==> src/rtl/spi_cmd_pkg.sv <==
package spi_cmd_pkg;

    localparam int unsigned OPC_BITS  = 8;
    localparam int unsigned ARG_BITS  = 24;
    localparam int unsigned HDR_BITS  = OPC_BITS + ARG_BITS;
    localparam int unsigned WORD_BITS = 32;

    typedef enum logic [1:0] {
        FK_READ  = 2'd0,
        FK_PLAIN = 2'd1,
        FK_ARG   = 2'd2,
        FK_RAW   = 2'd3
    } frame_kind_e;

    typedef enum logic [1:0] {
        ST_IDLE,
        ST_LOW,
        ST_HIGH,
        ST_TAIL
    } phase_e;

    function automatic int unsigned whole_bytes(int unsigned nbits);
        return (nbits + 7) / 8;
    endfunction

    function automatic int unsigned frame_bits(frame_kind_e kind, int unsigned rx_len_bits);
        int unsigned n;
        case (kind)
            FK_RAW:  n = OPC_BITS;
            FK_READ: n = HDR_BITS + 8 * whole_bytes(rx_len_bits);
            default: n = HDR_BITS;
        endcase
        return n;
    endfunction

    function automatic logic [HDR_BITS-1:0] header_word(frame_kind_e kind,
                                                       logic [OPC_BITS-1:0] opc,
                                                       logic [ARG_BITS-1:0] arg);
        return {opc, (kind == FK_ARG) ? arg : {ARG_BITS{1'b0}}};
    endfunction

endpackage

==> src/rtl/spi_half_timer.sv <==
module spi_half_timer #(
    parameter int unsigned HALF_DIV = 2
) (
    input  logic clk,
    input  logic rst,
    input  logic run,
    output logic tick
);
    localparam int unsigned CW = (HALF_DIV > 1) ? $clog2(HALF_DIV) : 1;
    localparam logic [CW-1:0] LAST = CW'(HALF_DIV - 1);

    logic [CW-1:0] cnt_q;

    assign tick = run && (cnt_q == LAST);

    always_ff @(posedge clk) begin
        if (rst || !run) begin
            cnt_q <= '0;
        end else if (tick) begin
            cnt_q <= '0;
        end else begin
            cnt_q <= cnt_q + 1'b1;
        end
    end
endmodule

==> src/rtl/spi_tx_shift.sv <==
module spi_tx_shift
    import spi_cmd_pkg::*;
(
    input  logic                clk,
    input  logic                rst,
    input  logic                load,
    input  logic [HDR_BITS-1:0] load_word,
    input  logic                shift,
    output logic                mosi
);
    logic [HDR_BITS-1:0] sh_q;

    always_ff @(posedge clk) begin
        if (rst) begin
            sh_q <= '0;
        end else if (load) begin
            sh_q <= load_word;
        end else if (shift) begin
            sh_q <= {sh_q[HDR_BITS-2:0], 1'b0};
        end
    end

    assign mosi = sh_q[HDR_BITS-1];
endmodule

==> src/rtl/spi_rx_pack.sv <==
module spi_rx_pack
    import spi_cmd_pkg::*;
#(
    parameter int unsigned CNT_W = 7
) (
    input  logic                 clk,
    input  logic                 rst,
    input  logic                 clear,
    input  logic                 sample,
    input  logic [CNT_W-1:0]     bit_idx,
    input  logic                 miso,
    output logic [WORD_BITS-1:0] word
);
    logic [CNT_W-1:0] off;
    logic             in_win;
    logic [4:0]       pos;

    always_comb begin
        off    = bit_idx - CNT_W'(HDR_BITS);
        in_win = (bit_idx >= CNT_W'(HDR_BITS)) && (off < CNT_W'(WORD_BITS));
        pos    = 5'(WORD_BITS - 1) - off[4:0];
    end

    always_ff @(posedge clk) begin
        if (rst || clear) begin
            word <= '0;
        end else if (sample && in_win) begin
            word[pos] <= miso;
        end
    end
endmodule

==> src/rtl/spi_cmd_framer.sv <==
module spi_cmd_framer
    import spi_cmd_pkg::*;
#(
    parameter int unsigned HALF_DIV = 2,
    parameter int unsigned RX_LEN_W = 6
) (
    input  logic                clk,
    input  logic                rst,
    input  logic                cmd_valid,
    input  logic [1:0]          cmd_kind,
    input  logic [7:0]          cmd_opcode,
    input  logic [23:0]         cmd_operand,
    input  logic [RX_LEN_W-1:0] cmd_rx_bits,
    input  logic                cmd_keep_cs,
    input  logic                cs_release,
    output logic                idle,
    output logic                done,
    output logic [31:0]         rx_word,
    output logic                spi_sclk,
    output logic                spi_mosi,
    input  logic                spi_miso,
    output logic                spi_cs_n
);
    localparam int unsigned MAX_RX_BYTES = whole_bytes((1 << RX_LEN_W) - 1);
    localparam int unsigned MAX_BITS     = HDR_BITS + 8 * MAX_RX_BYTES;
    localparam int unsigned CNT_W        = $clog2(MAX_BITS + 1);

    frame_kind_e      kind_in;
    phase_e           st_q;
    logic             cs_n_q, sclk_q, done_q, held_q, is_read_q;
    logic [CNT_W-1:0] bit_q, last_q;
    logic             tick, accept, release_go, at_last;

    assign kind_in    = frame_kind_e'(cmd_kind);
    assign accept     = cmd_valid && (st_q == ST_IDLE);
    assign release_go = cs_release && !cmd_valid && (st_q == ST_IDLE) && held_q;
    assign at_last    = (bit_q == last_q);

    spi_half_timer #(.HALF_DIV(HALF_DIV)) u_timer (
        .clk  (clk),
        .rst  (rst),
        .run  (st_q != ST_IDLE),
        .tick (tick)
    );

    spi_tx_shift u_tx (
        .clk       (clk),
        .rst       (rst),
        .load      (accept),
        .load_word (header_word(kind_in, cmd_opcode, cmd_operand)),
        .shift     ((st_q == ST_HIGH) && tick && !at_last),
        .mosi      (spi_mosi)
    );

    spi_rx_pack #(.CNT_W(CNT_W)) u_rx (
        .clk     (clk),
        .rst     (rst),
        .clear   (accept && (kind_in == FK_READ)),
        .sample  ((st_q == ST_LOW) && tick && is_read_q),
        .bit_idx (bit_q),
        .miso    (spi_miso),
        .word    (rx_word)
    );

    always_ff @(posedge clk) begin
        if (rst) begin
            st_q      <= ST_IDLE;
            cs_n_q    <= 1'b1;
            sclk_q    <= 1'b0;
            done_q    <= 1'b0;
            held_q    <= 1'b0;
            is_read_q <= 1'b0;
            bit_q     <= '0;
            last_q    <= '0;
        end else begin
            done_q <= 1'b0;
            case (st_q)
                ST_IDLE: begin
                    if (accept) begin
                        st_q      <= ST_LOW;
                        cs_n_q    <= 1'b0;
                        bit_q     <= '0;
                        last_q    <= CNT_W'(frame_bits(kind_in, 32'(cmd_rx_bits)) - 1);
                        is_read_q <= (kind_in == FK_READ);
                        held_q    <= cmd_keep_cs;
                    end else if (release_go) begin
                        st_q   <= ST_TAIL;
                        held_q <= 1'b0;
                    end
                end
                ST_LOW: begin
                    if (tick) begin
                        sclk_q <= 1'b1;
                        st_q   <= ST_HIGH;
                    end
                end
                ST_HIGH: begin
                    if (tick) begin
                        sclk_q <= 1'b0;
                        if (!at_last) begin
                            bit_q <= bit_q + 1'b1;
                            st_q  <= ST_LOW;
                        end else if (held_q) begin
                            st_q   <= ST_IDLE;
                            done_q <= 1'b1;
                        end else begin
                            st_q <= ST_TAIL;
                        end
                    end
                end
                default: begin
                    if (tick) begin
                        cs_n_q <= 1'b1;
                        done_q <= 1'b1;
                        st_q   <= ST_IDLE;
                    end
                end
            endcase
        end
    end

    assign idle     = (st_q == ST_IDLE);
    assign done     = done_q;
    assign spi_sclk = sclk_q;
    assign spi_cs_n = cs_n_q;
endmodule

==> config.mk <==
export PLATFORM = sky130hd
export DESIGN_NAME = spi_cmd_framer
export DESIGN_NICKNAME = d
export VERILOG_FILES = /design/src/rtl/spi_cmd_pkg.sv /design/src/rtl/spi_half_timer.sv /design/src/rtl/spi_tx_shift.sv /design/src/rtl/spi_rx_pack.sv /design/src/rtl/spi_cmd_framer.sv
export SDC_FILE = /design/constraint.sdc
export NUM_CORES = 1
export LEC_CHECK = 0
export BUFFER_PORTS_ARGS = -buffer_cell sky130_fd_sc_hd__buf_2
export CAP_MARGIN = 20
export CORE_ASPECT_RATIO = 0.75
export CORE_UTILIZATION = 50
export DETAILED_ROUTE_END_ITERATION = 10
export PLACE_DENSITY_LB_ADDON = 0.25
export RECOVER_POWER = 100
export SETUP_SLACK_MARGIN = 0.02
export SYNTH_ARGS = -nofsm -noshare
export SYNTH_HDL_FRONTEND = slang
export SYNTH_HIERARCHICAL = 1
export SYNTH_SLANG_ARGS = --single-unit
export TNS_END_PERCENT = 1
==> constraint.sdc <==
create_clock -name clk -period 1.97 [get_ports clk]
set_input_delay 0.394 -clock clk [delete_from_list [all_inputs] [get_ports clk]]
set_output_delay 0.394 -clock clk [all_outputs]
set_load 0.02 [all_outputs]
; ---- Word-level counts from Yosys, hierarchy flattened
; Index checks and enable logic that the tools add are counted.
[totals]
word_cells = 102
out_inout_bits = 37
reg_bits = 86
[classes]
n_mux = 34
eq_ne = 10
n_addsub = 7
reduce_logical = 35
n_lt_le_gt_ge = 4
bitwise_logic = 1
[op_table]
columns = op, count
row1 = 32-bit two-way mux, 2
row2 = 7-bit two-way mux, 6
row3 = 32-bit bitwise mux, 1
row4 = 7-bit case mux with 2 select lines, 2
row5 = 24-bit two-way mux, 1
row6 = 2-bit two-way mux, 7
row7 = 1-bit logical AND, 13
row8 = 2-bit nonzero test, 6
row9 = 1-bit two-way mux, 10
row10 = 4-bit AND reduction, 2
row11 = 6-bit by 3-bit adder with 7-bit output (second input constant), 1
row12 = 6-bit by 7-bit adder with 7-bit output (first input constant), 1
row13 = 7-bit by 1-bit adder with 7-bit output (second input constant), 1
row14 = 7-bit == test, 1
row15 = 7-bit by 6-bit >= comparator with 1-bit output (second input constant), 1
row16 = 7-bit by 6-bit < comparator with 1-bit output (second input constant), 1
row17 = 7-bit by 1-bit subtractor with 7-bit output (second input constant), 1
row18 = 7-bit by 6-bit subtractor with 7-bit output (second input constant), 1
row19 = 2-bit == test (second input constant), 3
row20 = 5-bit by 6-bit < comparator with 1-bit output (second input constant), 1
row21 = 2-bit inequality test (second input constant), 3
row22 = 1-bit case mux with 2 select lines, 3
row23 = 2-bit case mux with 3 select lines, 1
row24 = 3-bit AND reduction, 2
row25 = 13 further kinds, 20

; ---- Logic depth before layout (Yosys ltp)
[logic_depth]
depth_word = 7
depth_mapped = 11
depth_no_buf = 9

; ---- Modules after synthesis
; The synthesis kept the hierarchy.
[modules_own_cells]
columns = mod, cells_per_inst, seq_area_each_um2, instances, area_per_inst_um2
row1 = spi_tx_shift, 142, 640.6, 1, 1661.6
row2 = spi_rx_pack, 151, 640.6, 1, 1407.6
row3 = spi_cmd_framer, 177, 380.4, 1, 1376.3
row4 = spi_half_timer, 3, 20.0, 1, 40.0

; ---- Worst setup path before layout
; OpenSTA, ideal clock, no wires.
[synth_timing]
path_kind = register to register
startpoint = reg st_q[1]
endpoint = reg st_q[1]
t_arrival_ns = 2.149
setup_time_ns = 0.088
path_slack_ns = -0.267
n_path_buf = 1
path_stages_with_launch = 11
t_required_ns = 1.882
path_cell_list = dfxtp_1 > inv_1 > ha_1 > inv_1 > and2_2 > buf_2 > nor2b_1 > a21oi_1 > o21ai_0 > mux2_2 > a311oi_2
[synth_via]
elab_chain_len = 5
elab_cells_between_ends = 15
[synth_lines]
columns = element, line_no
row1 = start: declaration, spi_cmd_framer.sv:29  ; phase_e st_q;
row2 = start signal: assignment, spi_cmd_framer.sv:67  ; st_q <= ST_IDLE;
row3 = start signal: assignment, spi_cmd_framer.sv:80  ; st_q <= ST_LOW;
row4 = start signal: assignment, spi_cmd_framer.sv:87  ; st_q <= ST_TAIL;
row5 = 2-bit zero test *, --
row6 = net idle, spi_cmd_framer.sv:16  ; output logic idle,
row7 = 1-bit logical AND (2 in series), spi_cmd_framer.sv:36  ; assign release_go = cs_release && !cmd_valid && (st_q == ST_IDLE) && held_q;
row8 = 3-bit by 1-bit inequality test with 1-bit output (no line), --
row9 = 4-bit AND reduction (no line), --
; The timed path passes the listed nets; every way through them passes the cells marked *.
; A chain may end at the register's enable or synchronous reset.

; ---- Worst setup path in the final report
[layout_timing]
startpoint = reg st_q[1]
endpoint = reg st_q[1]
[layout_via]
elab_chain_len = 5
elab_cells_between_ends = 15
[layout_lines]
columns = element, line_no
row1 = 2-bit zero test, "spi_cmd_framer.sv:35, spi_cmd_framer.sv:36, spi_cmd_framer.sv:77"
row2 = 1-bit logical AND (2 in series), spi_cmd_framer.sv:36
row3 = 3-bit by 1-bit inequality test with 1-bit output (no line), --
row4 = 4-bit AND reduction (no line), --
; Parallel ways exist; a longest one is shown, timed or not.

==> results by group <==
Status
  – Status: finished with violations
  – Violated checks: DRC

GRT
  – Largest net degree at the start of global routing: 35
  – Grt total ovfl: 0
  – Initial antenna violation count: 0
  – Gr usage total: 0.216
  – Vias in the first global route: around 3500
  – First-pass GRT wire length: around 16 mm

Floorplan
  – Die width: between 100 and 150 um
  – Die Y: between 80 and 90 um
  – Cell Rows: 29
  – Io pins: between 80 and 90
  – Starting Density: 0.524
  – Die area: approximately 9400 um^2
  – Core Area: 8560 um^2

STA
  – Final setup vio count: 0
  – Min Tclk post-route: approximately 1900 ps
  – Hold Vio Cnt, Final: 0
  – Fin Clk Skew: ~9.4 ps
  – Slew HR: 0.555
  – Max Slew Vio Count: 0
  – Final cycle utilization of the critical path: 0.971
  – Peak Freq: 523 MHz
  – Worst slew pin tran: 668 ps
  – Fin worst setup slack: approximately 57 ps
  – Setup TNS: 0 ps
  – Hold Slack: roughly 310 ps
  – RSZ-0062 raised after global routing: true

Hold path
  – Hold Path Stages: 3
  – Hold_sp: cmd_keep_cs
  – Worst Hold Endpoint: held_q
  – Hold WC Path Type: input port to flip-flop

Logic synthesis
  – Post-synth EDFFs: 0
  – Syn Inst Count: ~470
  – Sequential-to-total area share from yosys stat: 0.375
  – Avg Cell Area, Syn: about 9.5 um^2
  – Fraction of registers with async set/reset: 0
  – #FFs+latches synth: 84
  – Syn Nets: ~530
  – Yosys warning count: 6
  – Synth Flop Type: dfxtp_1
  – Netlist cell types: 52
  – Post-Syn Area: 4490 um^2

Power
  – Power, Total: about 6.1 mW
  – VDD IR max: between 0.0008 and 0.0009 V
  – Leak: approximately 2.4 nW
  – Pwr Density: approximately 1100 nW/um^2

Routing
  – DR vias/cell: approximately 5.3
  – Initial DRC Count: between 150 and 200
  – WL final: roughly 10 mm
  – Routed len/inst: 14.6 um
  – DR pass1 iterations: 8
  – DR DRC count: 8
  – DRT antenna net count: 0
  – Via count: roughly 3700

Setup path
  – Cell count of the worst reg-to-reg path: 5
  – Critical R2R Capture: st_q[1]
  – Critical path buffer and inverter count: 1
  – Critical path cell sequence: buf_4 > ha_2 > or3b_1 > or3_1 > a311oi_2
  – Worst reg2reg startpoint: st_q[1]
  – CP delay by family, top: simple AND/OR/NAND/NOR gates
  – FF-to-FF setup slack: 60 ps
  – Data required time of the worst path: around 2200 ps
  – CP Class: flip-flop to flip-flop
  – Crit path max-delay cell type: or3b_1
  – Critical Path Sink Type: flip-flop
  – CP startpoint kind: flip-flop
  – Max incr delay on CP: around 450 ps
  – Crit-path max FO: 6
  – Arrival @ worst endpoint: around 2200 ps

CTS
  – # clock sinks: 84
  – Clock Path Buffers: 2
  – Root buf cell: clkbuf_16
  – Clock Latency Late Sink: about 340 ps
  – Htree depth: 3
  – Hold_buf cts: 0
  – CTS buffer count: 9
  – CTS tree: yes
  – Clock transition at path regs: roughly 70 ps

Place
  – Number of port buffers: ~80
  – Dpl cell area: 5160 um^2
  – Pre-CTS WS: -138 ps
  – RePlAce Congestion: approximately 0.86
  – Detailed placement HPWL: 6.94 mm
  – DP Cell Count: 668

Finish
  – Share of layout cells above drive strength 1: 0.352
  – Nets: between 600 and 700
  – Area growth, synth to finish: 26.6%
  – Diodes inserted: 0
  – Fin cells: 687
  – Fin util: 0.663
  – Final Instance Area: 5680 um^2
  – Most frequent cells in the layout: dfxtp_1 (82), buf_2 (82), nand2_1 (75)

Job
  – Max-cap violations: 0
-- area by class of cell --
class	count	area, um^2
clock buffer	9	225
clock inverter	7	130
fill	713	2880
inverter	12	48.8
multi-input combinational	350	2720
sequential	84	1680
tap	108	135
timing repair buffer	117	732
-- power breakdown --
group / switching, mW / total (mW) / leakage (nW) / internal, mW
Clock: 0.727 / 1.99 / 0.174 / 1.26
Sequential: 0.174 / 2.13 / 0.686 / 1.96
Combinational: 1.10 / 2.02 / 1.58 / 0.921
-- timing repair --
item	CTS	global route
buffers inserted	0	1
endpoints found under the setup margin	0	55
endpoints found under the hold margin	0	0
resized for setup	0	30
-- kinds of logic after synthesis --
group / synth area share
and+or+nand+nor: 0.248
DFF: 0.375
AOI/OAI and AO/OA: 0.143
muxes: 0.145
buffers and inverters: 0.0505
adders and majority gates: 0.0251
xor gates and xnor gates: 0.0137
-- synthesized netlist by cell type, types with 4 or more instances --
| cell type | n | share of area |
|---|---|---|
| or2_2 | 4 | 0.0056 |
| nor2b_1 | 35 | 0.049 |
| a211oi_2 | 30 | 0.084 |
| o21ai_0 | 10 | 0.011 |
| buf_2 | 10 | 0.011 |
| and4bb_1 | 5 | 0.014 |
| and2_1 | 24 | 0.033 |
| inv_1 | 11 | 0.0092 |
| ha_1 | 9 | 0.025 |
| nand2_1 | 76 | 0.064 |
| a21oi_1 | 13 | 0.015 |
| or3_1 | 6 | 0.0084 |
| nor2_1 | 15 | 0.013 |
| nand3_1 | 6 | 0.0067 |
| xor2_1 | 4 | 0.0078 |
| dfxtp_1 | 84 | 0.37 |
| nor3_1 | 5 | 0.0056 |
| clkbuf_1 | 13 | 0.011 |
| mux2i_1 | 64 | 0.14 |
| and4b_1 | 4 | 0.0089 |
-- worst register-to-register path: stages (launching register included) --
cell      delay, ps
dfxtp_2         340
buf_4           120
ha_2            250
or3b_1          450
or3_1           380
a311oi_2        280
-- metal layers --
| metal | vias to the layer above | part of all wire | GRT usage |
|---|---|---|---|
| li1 | 1856 | - | - |
| met1 | 1710 | 0.50 | 0.285 |
| met2 | 78 | 0.46 | 0.352 |
| met3 | 7 | 0.036 | 0.0450 |
| met4 | 0 | 0.0097 | 0.0713 |
| met5 | - | 0 | 0 |
-- state kept, by name, summed over array words and instances, names as in the netlist --
register and flops:
u_timer/cnt_q 1, done 1, u_rx/word 32, bit_q 7
st_q 2, spi_cs_n 1, spi_sclk 1, u_tx/sh_q 32
last_q 5, is_read_q 1, held_q 1
-- worst max-delay path by stage --
stage / from / to / slack [ps] / cells after the start
6_report: st_q[1] / st_q[1] / 60 / 5
3_5_place_dp: cmd_rx_bits[2] / last_q[5] / -140 / 8
3_3_place_gp: cmd_rx_bits[2] / last_q[5] / -90 / 8
5_1_grt: st_q[1] / st_q[1] / -10 / 5
4_1_cts: st_q[1] / st_q[1] / 20 / 9
2_1_floorplan: st_q[1] / st_q[1] / -10 / 10
(Power assumes the default switching activity.)
